$ cat src/rtl/mfv_pkg.sv
package mfv_pkg;

  typedef enum logic [2:0] {
    ST_IDLE,
    ST_FILL,
    ST_RD1,
    ST_CK1,
    ST_RD2,
    ST_CK2,
    ST_FIN
  } mfvState_e;

  typedef enum logic [1:0] {
    WD_PAT,
    WD_INV,
    WD_ZERO
  } wdSel_e;

  // strobes from control to datapath
  typedef struct packed {
    logic   load;     // capture base/count, clear result
    logic   clrIdx;   // restart word index and pattern
    logic   incIdx;   // advance word index and pattern
    logic   setPass;  // record success
    logic   setFail;  // record current address as failing
    wdSel_e wdSel;    // write data source
  } mfvStrobe_t;

endpackage

$ cat src/rtl/mfv_dpath.sv
module mfv_dpath
  import mfv_pkg::*;
#(
  parameter int ADDR_W = 16,
  parameter int DATA_W = 8,
  parameter int CNT_W  = ADDR_W + 1
) (
  input  logic              clk,
  input  logic              rstN,
  input  mfvStrobe_t        strb,
  input  logic [ADDR_W-1:0] baseIn,
  input  logic [CNT_W-1:0]  countIn,
  input  logic [DATA_W-1:0] memRdata,
  output logic [ADDR_W-1:0] memAddr,
  output logic [DATA_W-1:0] memWdata,
  output logic              countZero,
  output logic              lastWord,
  output logic              matchPat,
  output logic              matchInv,
  output logic              pass,
  output logic [ADDR_W-1:0] failAddr
);

  localparam logic [DATA_W-1:0] PAT_FIRST = DATA_W'(1);
  localparam logic [CNT_W-1:0]  CNT_ONE   = CNT_W'(1);

  logic [ADDR_W-1:0] baseQ;
  logic [CNT_W-1:0]  cntQ;
  logic [CNT_W-1:0]  idxQ;
  logic [DATA_W-1:0] patQ;
  logic              passQ;
  logic [ADDR_W-1:0] failQ;

  always_ff @(posedge clk or negedge rstN) begin
    if (!rstN) begin
      baseQ <= '0;
      cntQ  <= '0;
    end else if (strb.load) begin
      baseQ <= baseIn;
      cntQ  <= countIn;
    end
  end

  // word index and the regenerated incrementing pattern move together
  always_ff @(posedge clk or negedge rstN) begin
    if (!rstN) begin
      idxQ <= '0;
      patQ <= PAT_FIRST;
    end else if (strb.load || strb.clrIdx) begin
      idxQ <= '0;
      patQ <= PAT_FIRST;
    end else if (strb.incIdx) begin
      idxQ <= idxQ + CNT_ONE;
      patQ <= patQ + PAT_FIRST;
    end
  end

  always_ff @(posedge clk or negedge rstN) begin
    if (!rstN) begin
      passQ <= 1'b0;
      failQ <= '0;
    end else if (strb.load) begin
      passQ <= 1'b0;
      failQ <= '0;
    end else if (strb.setFail) begin
      passQ <= 1'b0;
      failQ <= memAddr;
    end else if (strb.setPass) begin
      passQ <= 1'b1;
      failQ <= '0;
    end
  end

  assign memAddr   = baseQ + idxQ[ADDR_W-1:0];
  assign countZero = (cntQ == '0);
  assign lastWord  = (idxQ == (cntQ - CNT_ONE));
  assign matchPat  = (memRdata == patQ);
  assign matchInv  = (memRdata == ~patQ);

  always_comb begin
    case (strb.wdSel)
      WD_PAT:  memWdata = patQ;
      WD_INV:  memWdata = ~patQ;
      default: memWdata = '0;
    endcase
  end

  assign pass     = passQ;
  assign failAddr = failQ;

endmodule

$ cat src/rtl/mfv_ctrl.sv
module mfv_ctrl
  import mfv_pkg::*;
(
  input  logic       clk,
  input  logic       rstN,
  input  logic       start,
  input  logic       countZero,
  input  logic       lastWord,
  input  logic       matchPat,
  input  logic       matchInv,
  output mfvStrobe_t strb,
  output logic       memReq,
  output logic       memWe,
  output logic       busy,
  output logic       done
);

  mfvState_e stQ, stNxt;

  always_ff @(posedge clk or negedge rstN) begin
    if (!rstN) stQ <= ST_IDLE;
    else       stQ <= stNxt;
  end

  always_comb begin
    stNxt  = stQ;
    strb   = '0;
    memReq = 1'b0;
    memWe  = 1'b0;
    case (stQ)
      ST_IDLE: begin
        if (start) begin
          strb.load = 1'b1;
          stNxt     = ST_FILL;
        end
      end
      ST_FILL: begin
        if (countZero) begin
          strb.setPass = 1'b1;
          stNxt        = ST_FIN;
        end else begin
          memReq     = 1'b1;
          memWe      = 1'b1;
          strb.wdSel = WD_PAT;
          if (lastWord) begin
            strb.clrIdx = 1'b1;
            stNxt       = ST_RD1;
          end else begin
            strb.incIdx = 1'b1;
          end
        end
      end
      ST_RD1: begin
        memReq = 1'b1;
        stNxt  = ST_CK1;
      end
      ST_CK1: begin
        if (matchPat) begin
          memReq     = 1'b1;
          memWe      = 1'b1;
          strb.wdSel = WD_INV;
          if (lastWord) begin
            strb.clrIdx = 1'b1;
            stNxt       = ST_RD2;
          end else begin
            strb.incIdx = 1'b1;
            stNxt       = ST_RD1;
          end
        end else begin
          strb.setFail = 1'b1;
          stNxt        = ST_FIN;
        end
      end
      ST_RD2: begin
        memReq = 1'b1;
        stNxt  = ST_CK2;
      end
      ST_CK2: begin
        if (matchInv) begin
          memReq     = 1'b1;
          memWe      = 1'b1;
          strb.wdSel = WD_ZERO;
          if (lastWord) begin
            strb.setPass = 1'b1;
            stNxt        = ST_FIN;
          end else begin
            strb.incIdx = 1'b1;
            stNxt       = ST_RD2;
          end
        end else begin
          strb.setFail = 1'b1;
          stNxt        = ST_FIN;
        end
      end
      ST_FIN:  stNxt = ST_IDLE;
      default: stNxt = ST_IDLE;
    endcase
  end

  assign busy = (stQ != ST_IDLE) && (stQ != ST_FIN);
  assign done = (stQ == ST_FIN);

endmodule

$ cat src/rtl/mem_fill_verify.sv
module mem_fill_verify
  import mfv_pkg::*;
#(
  parameter int ADDR_W = 16,
  parameter int DATA_W = 8,
  localparam int CNT_W = ADDR_W + 1
) (
  input  logic              clk,
  input  logic              rstN,
  input  logic              start,
  input  logic [ADDR_W-1:0] baseAddr,
  input  logic [CNT_W-1:0]  wordCount,
  output logic              busy,
  output logic              done,
  output logic              pass,
  output logic [ADDR_W-1:0] failAddr,
  output logic              memReq,
  output logic              memWe,
  output logic [ADDR_W-1:0] memAddr,
  output logic [DATA_W-1:0] memWdata,
  input  logic [DATA_W-1:0] memRdata
);

  mfvStrobe_t strb;
  logic countZero, lastWord, matchPat, matchInv;

  mfv_ctrl uCtrl (
    .clk       (clk),
    .rstN      (rstN),
    .start     (start),
    .countZero (countZero),
    .lastWord  (lastWord),
    .matchPat  (matchPat),
    .matchInv  (matchInv),
    .strb      (strb),
    .memReq    (memReq),
    .memWe     (memWe),
    .busy      (busy),
    .done      (done)
  );

  mfv_dpath #(
    .ADDR_W (ADDR_W),
    .DATA_W (DATA_W),
    .CNT_W  (CNT_W)
  ) uDpath (
    .clk       (clk),
    .rstN      (rstN),
    .strb      (strb),
    .baseIn    (baseAddr),
    .countIn   (wordCount),
    .memRdata  (memRdata),
    .memAddr   (memAddr),
    .memWdata  (memWdata),
    .countZero (countZero),
    .lastWord  (lastWord),
    .matchPat  (matchPat),
    .matchInv  (matchInv),
    .pass      (pass),
    .failAddr  (failAddr)
  );

endmodule

$ cat config.mk
export PLATFORM = sky130hd
export DESIGN_NAME = mem_fill_verify
export DESIGN_NICKNAME = d
export VERILOG_FILES = /design/src/rtl/mfv_pkg.sv /design/src/rtl/mfv_dpath.sv /design/src/rtl/mfv_ctrl.sv /design/src/rtl/mem_fill_verify.sv
export SDC_FILE = /design/constraint.sdc
export NUM_CORES = 1
export LEC_CHECK = 0
export BUFFER_PORTS_ARGS = -buffer_cell sky130_fd_sc_hd__buf_2
export CORE_AREA = 3 3 110 112
export DETAILED_ROUTE_END_ITERATION = 6
export DIE_AREA = 0 0 113 115
export PLACE_DENSITY = 0.74
export SYNTH_ARGS = -nofsm -noshare
export SYNTH_HDL_FRONTEND = slang
export SYNTH_SLANG_ARGS = --single-unit
export TNS_END_PERCENT = 10
$ cat constraint.sdc
create_clock -name clk -period 3.85 [get_ports clk]
set_input_delay 0.1925 -clock clk [delete_from_list [all_inputs] [get_ports clk]]
set_output_delay 0.1925 -clock clk [all_outputs]
set_load 0.005 [all_outputs]
==> run_results.csv <==
group,metric,value,unit
finish,area_delta_synth_final,17.1,%
finish,drive_gt1_share,20.3,%
clocking,h-tree-depth,3,
logic_synthesis,yosysTopAreaCell,"dfrtp_1",
power,power.internal,2560,µW
route,vias,4579,
finish,multi_input_area,2890,µm²
place,io_buffers,88,
logic_synthesis,synth_edf_count,0,
power,p_sw,1820,µW
route,first_pass_iters,5,
clocking,clkTransAtPathRegs,60,ps
timing,whs,14.7,ps
route,drc_errors,0,
clocking,clk-insertion-delay-late,340,ps
route,drt-total-wl,13000,µm
logic_synthesis,yosysSeqAreaShare,38.7,%
timing,rsz0062_at_grt,"no",
global_routing,grt_pass1_vias,4502,
worst_setup_path,cp_data_arrival_time,3320,ps
logic_synthesis,synth.ff_latch_count,78,
clocking,cts.hold.buffers_added,0,
timing,setup_viol,0,
logic_synthesis,netlist_area,5050,µm²
timing,hold_violations,0,
clocking,cts.path.max_buffers,2,
worst_setup_path,cp_max_fo,19,
clocking,numCtsBuffers,9,
logic_synthesis,syn_inst,578,
timing,period_share,80.4,%
finish,seqCellArea,1950,µm²
worst_setup_path,r2r_slack,750,ps
global_routing,grt_pass1_wl,21800,µm
worst_setup_path,critPathCaptureType,"flip-flop",
global_routing,grtUsageTotal,20.7,%
power,combPwrFrac,45.0,%
clocking,clockRootBuffer,"clkbuf_16",
power,p_seq_share,33.8,%
logic_synthesis,synthTopCellsByCount,"nand2_1, dfrtp_1, o21ai_0, nand3_1, nor2_1",
clocking,cts_resized,0,
die,start_util,44.6,%
die,die_y,115,µm
power,finalPower,4380,µW
timing,clock_skew,7.25,ps
worst_setup_path,worst-setup-path-type,"reg2reg",
power,p_per_area,741,nW/µm²
route,first_iter_violations,271,
logic_synthesis,yosys-top-cells-area,"dfrtp_1, nand2_1, ha_1",
power,p_leak,0.00283,µW
route,wl_per_cell,16.2,µm
logic_synthesis,synth.avg_cell_area,8.73,µm²
logic_synthesis,ys_types,67,
route,drt-vias-per-instance,5.70,
place,detailed_place_hpwl,9520,µm
die,die_area,13000,µm²
timing,worst_pin_slew,983,ps
power,peakVddDrop,0.367,mV
logic_synthesis,synthFlopType,"dfrtp_1",
power,power_frac_clock,21.2,%
worst_setup_path,cp.required,4080,ps
die,core.rowCount,39,
timing,fin_setup_tns,0,ps
logic_synthesis,ys.warnings.count,0,
global_routing,overflow,0,
worst_setup_path,startpoint_type,"flip-flop",
route,antenna_left,0,
logic_synthesis,async_flop_share,100,%
power,swShare,41.5,%
die,die_w,113,µm
finish,final_util,52.2,%
timing,slew_viol_final,0,
timing,fmax,323,MHz
hold_path,min_path_type,"in2async",
logic_synthesis,syn-num-nets,641,
die,coreArea,11300,µm²
place,dp_slack,806,ps
clocking,clock-sinks,78,
finish,num_antenna_cells,0,
finish,fillers,1065,
outcome,status,"complete, no violations",
finish,nNetsFinal,719,
clocking,cts_tree,"built",
place,gp_congestion,0.887,
timing,period_needed,3100,ps
timing,finalWorstSetupSlack,753,ps
global_routing,antenna_found_initial,0,
timing,relSlewSlack,34.5,%
flow_run,maxCapViolations,0,
logic_synthesis,synthMostInstantiatedCell,"nand2_1",
clocking,post-cts-setup-buffers,0,
logic_synthesis,synth_top_area_share,38.2,%
global_routing,grt_max_degree,79,
die,io_pins,89,
[metal layers]
metal  GRT usage (%)  routed length (µm)
met3            2.68                 562
met4            9.38                 392
met5               0                   0
met1            27.1                5710
met2            34.2                6320
[state kept, by name, indices dropped and copies added, names as in the netlist]
| register | flops |
|---|---|
| uDpath.pass | 1 |
| uCtrl.stQ | 3 |
| uDpath.idxQ | 17 |
| uDpath.failAddr | 16 |
| uDpath.baseQ | 16 |
| uDpath.patQ | 8 |
| uDpath.cntQ | 17 |
[logic make-up (layout without fill, tap and decap cells)]
logic type	after synthesis	in the layout	share of synthesized area, %
fa+ha+maj	19	19	4.86
buf+inv	43	125	3.94
compound gates	120	120	15.6
simple gates	265	265	27.4
xor+xnor	43	43	7.46
mux	10	10	1.98
flops	78	78	38.7
[per-stage QoR]
step,area [µm²],std cells
after global routing,5910,803
final,5910,803
after floorplan,5050,578
after CTS,5910,803
after global placement,5590,788
after detailed placement,5590,788
[placed cells by master (no fill, tap or decap), types with 11 or more instances in the layout]
cell type  instances
a21oi_1           25
a22o_1            16
buf_2             87
dfrtp_1           77
ha_1              18
inv_1             11
nand2_1          108
nand3_1           32
nor2_1            27
nor2b_1           11
o21ai_0           33
or3_1             15
xnor2_1           22
xor2_1            21
[power groups by stage]
| stage | sequential, µW | clock (µW) | combinational [µW] |
|---|---|---|---|
| finish | 1480 | 928 | 1970 |
| global route | 1530 | 974 | 2250 |
| CTS | 1470 | 940 | 1990 |
| detailed placement | 1490 | 0 | 1980 |
| global placement | 1470 | 0 | 1910 |
| floorplan | 1330 | 0 | 1490 |
[worst paths after layout]
kind / startpoint / cells past startpoint / to
max: uDpath.cntQ[0] / 12 / uDpath.idxQ[1]
min: rstN / 1 / uDpath.failAddr[9]
max reg2reg: uDpath.cntQ[0] / 12 / uDpath.idxQ[1]
min reg2reg: uDpath.baseQ[7] / 2 / uDpath.baseQ[7]
max in group asynchronous: rstN / 1 / uDpath.idxQ[0]
min in group clk: wordCount[12] / 3 / uDpath.cntQ[12]
[critical path: stages (launching register included)]
cell and delay [ps]:
dfrtp_1 440, inv_1 100, ha_1 340, nor4b_1 280, nand4_1 240, o21ai_0 290
and2_1 230, and2b_4 220, inv_2 100, o21ai_2 150, buf_4 290, mux2i_1 240
nor2_2 50
[final cells by class]
type                       instances  share of cell area (%)
timing repair buffer              97                    8.64
tap                              143                    3.03
sequential                        78                    33.1
multi-input combinational        457                    49.0
inverter                          13                   0.826
clock inverter                     5                    1.40
clock buffer                      10                    4.05
Note: power is estimated with default switching activity, not from simulation.
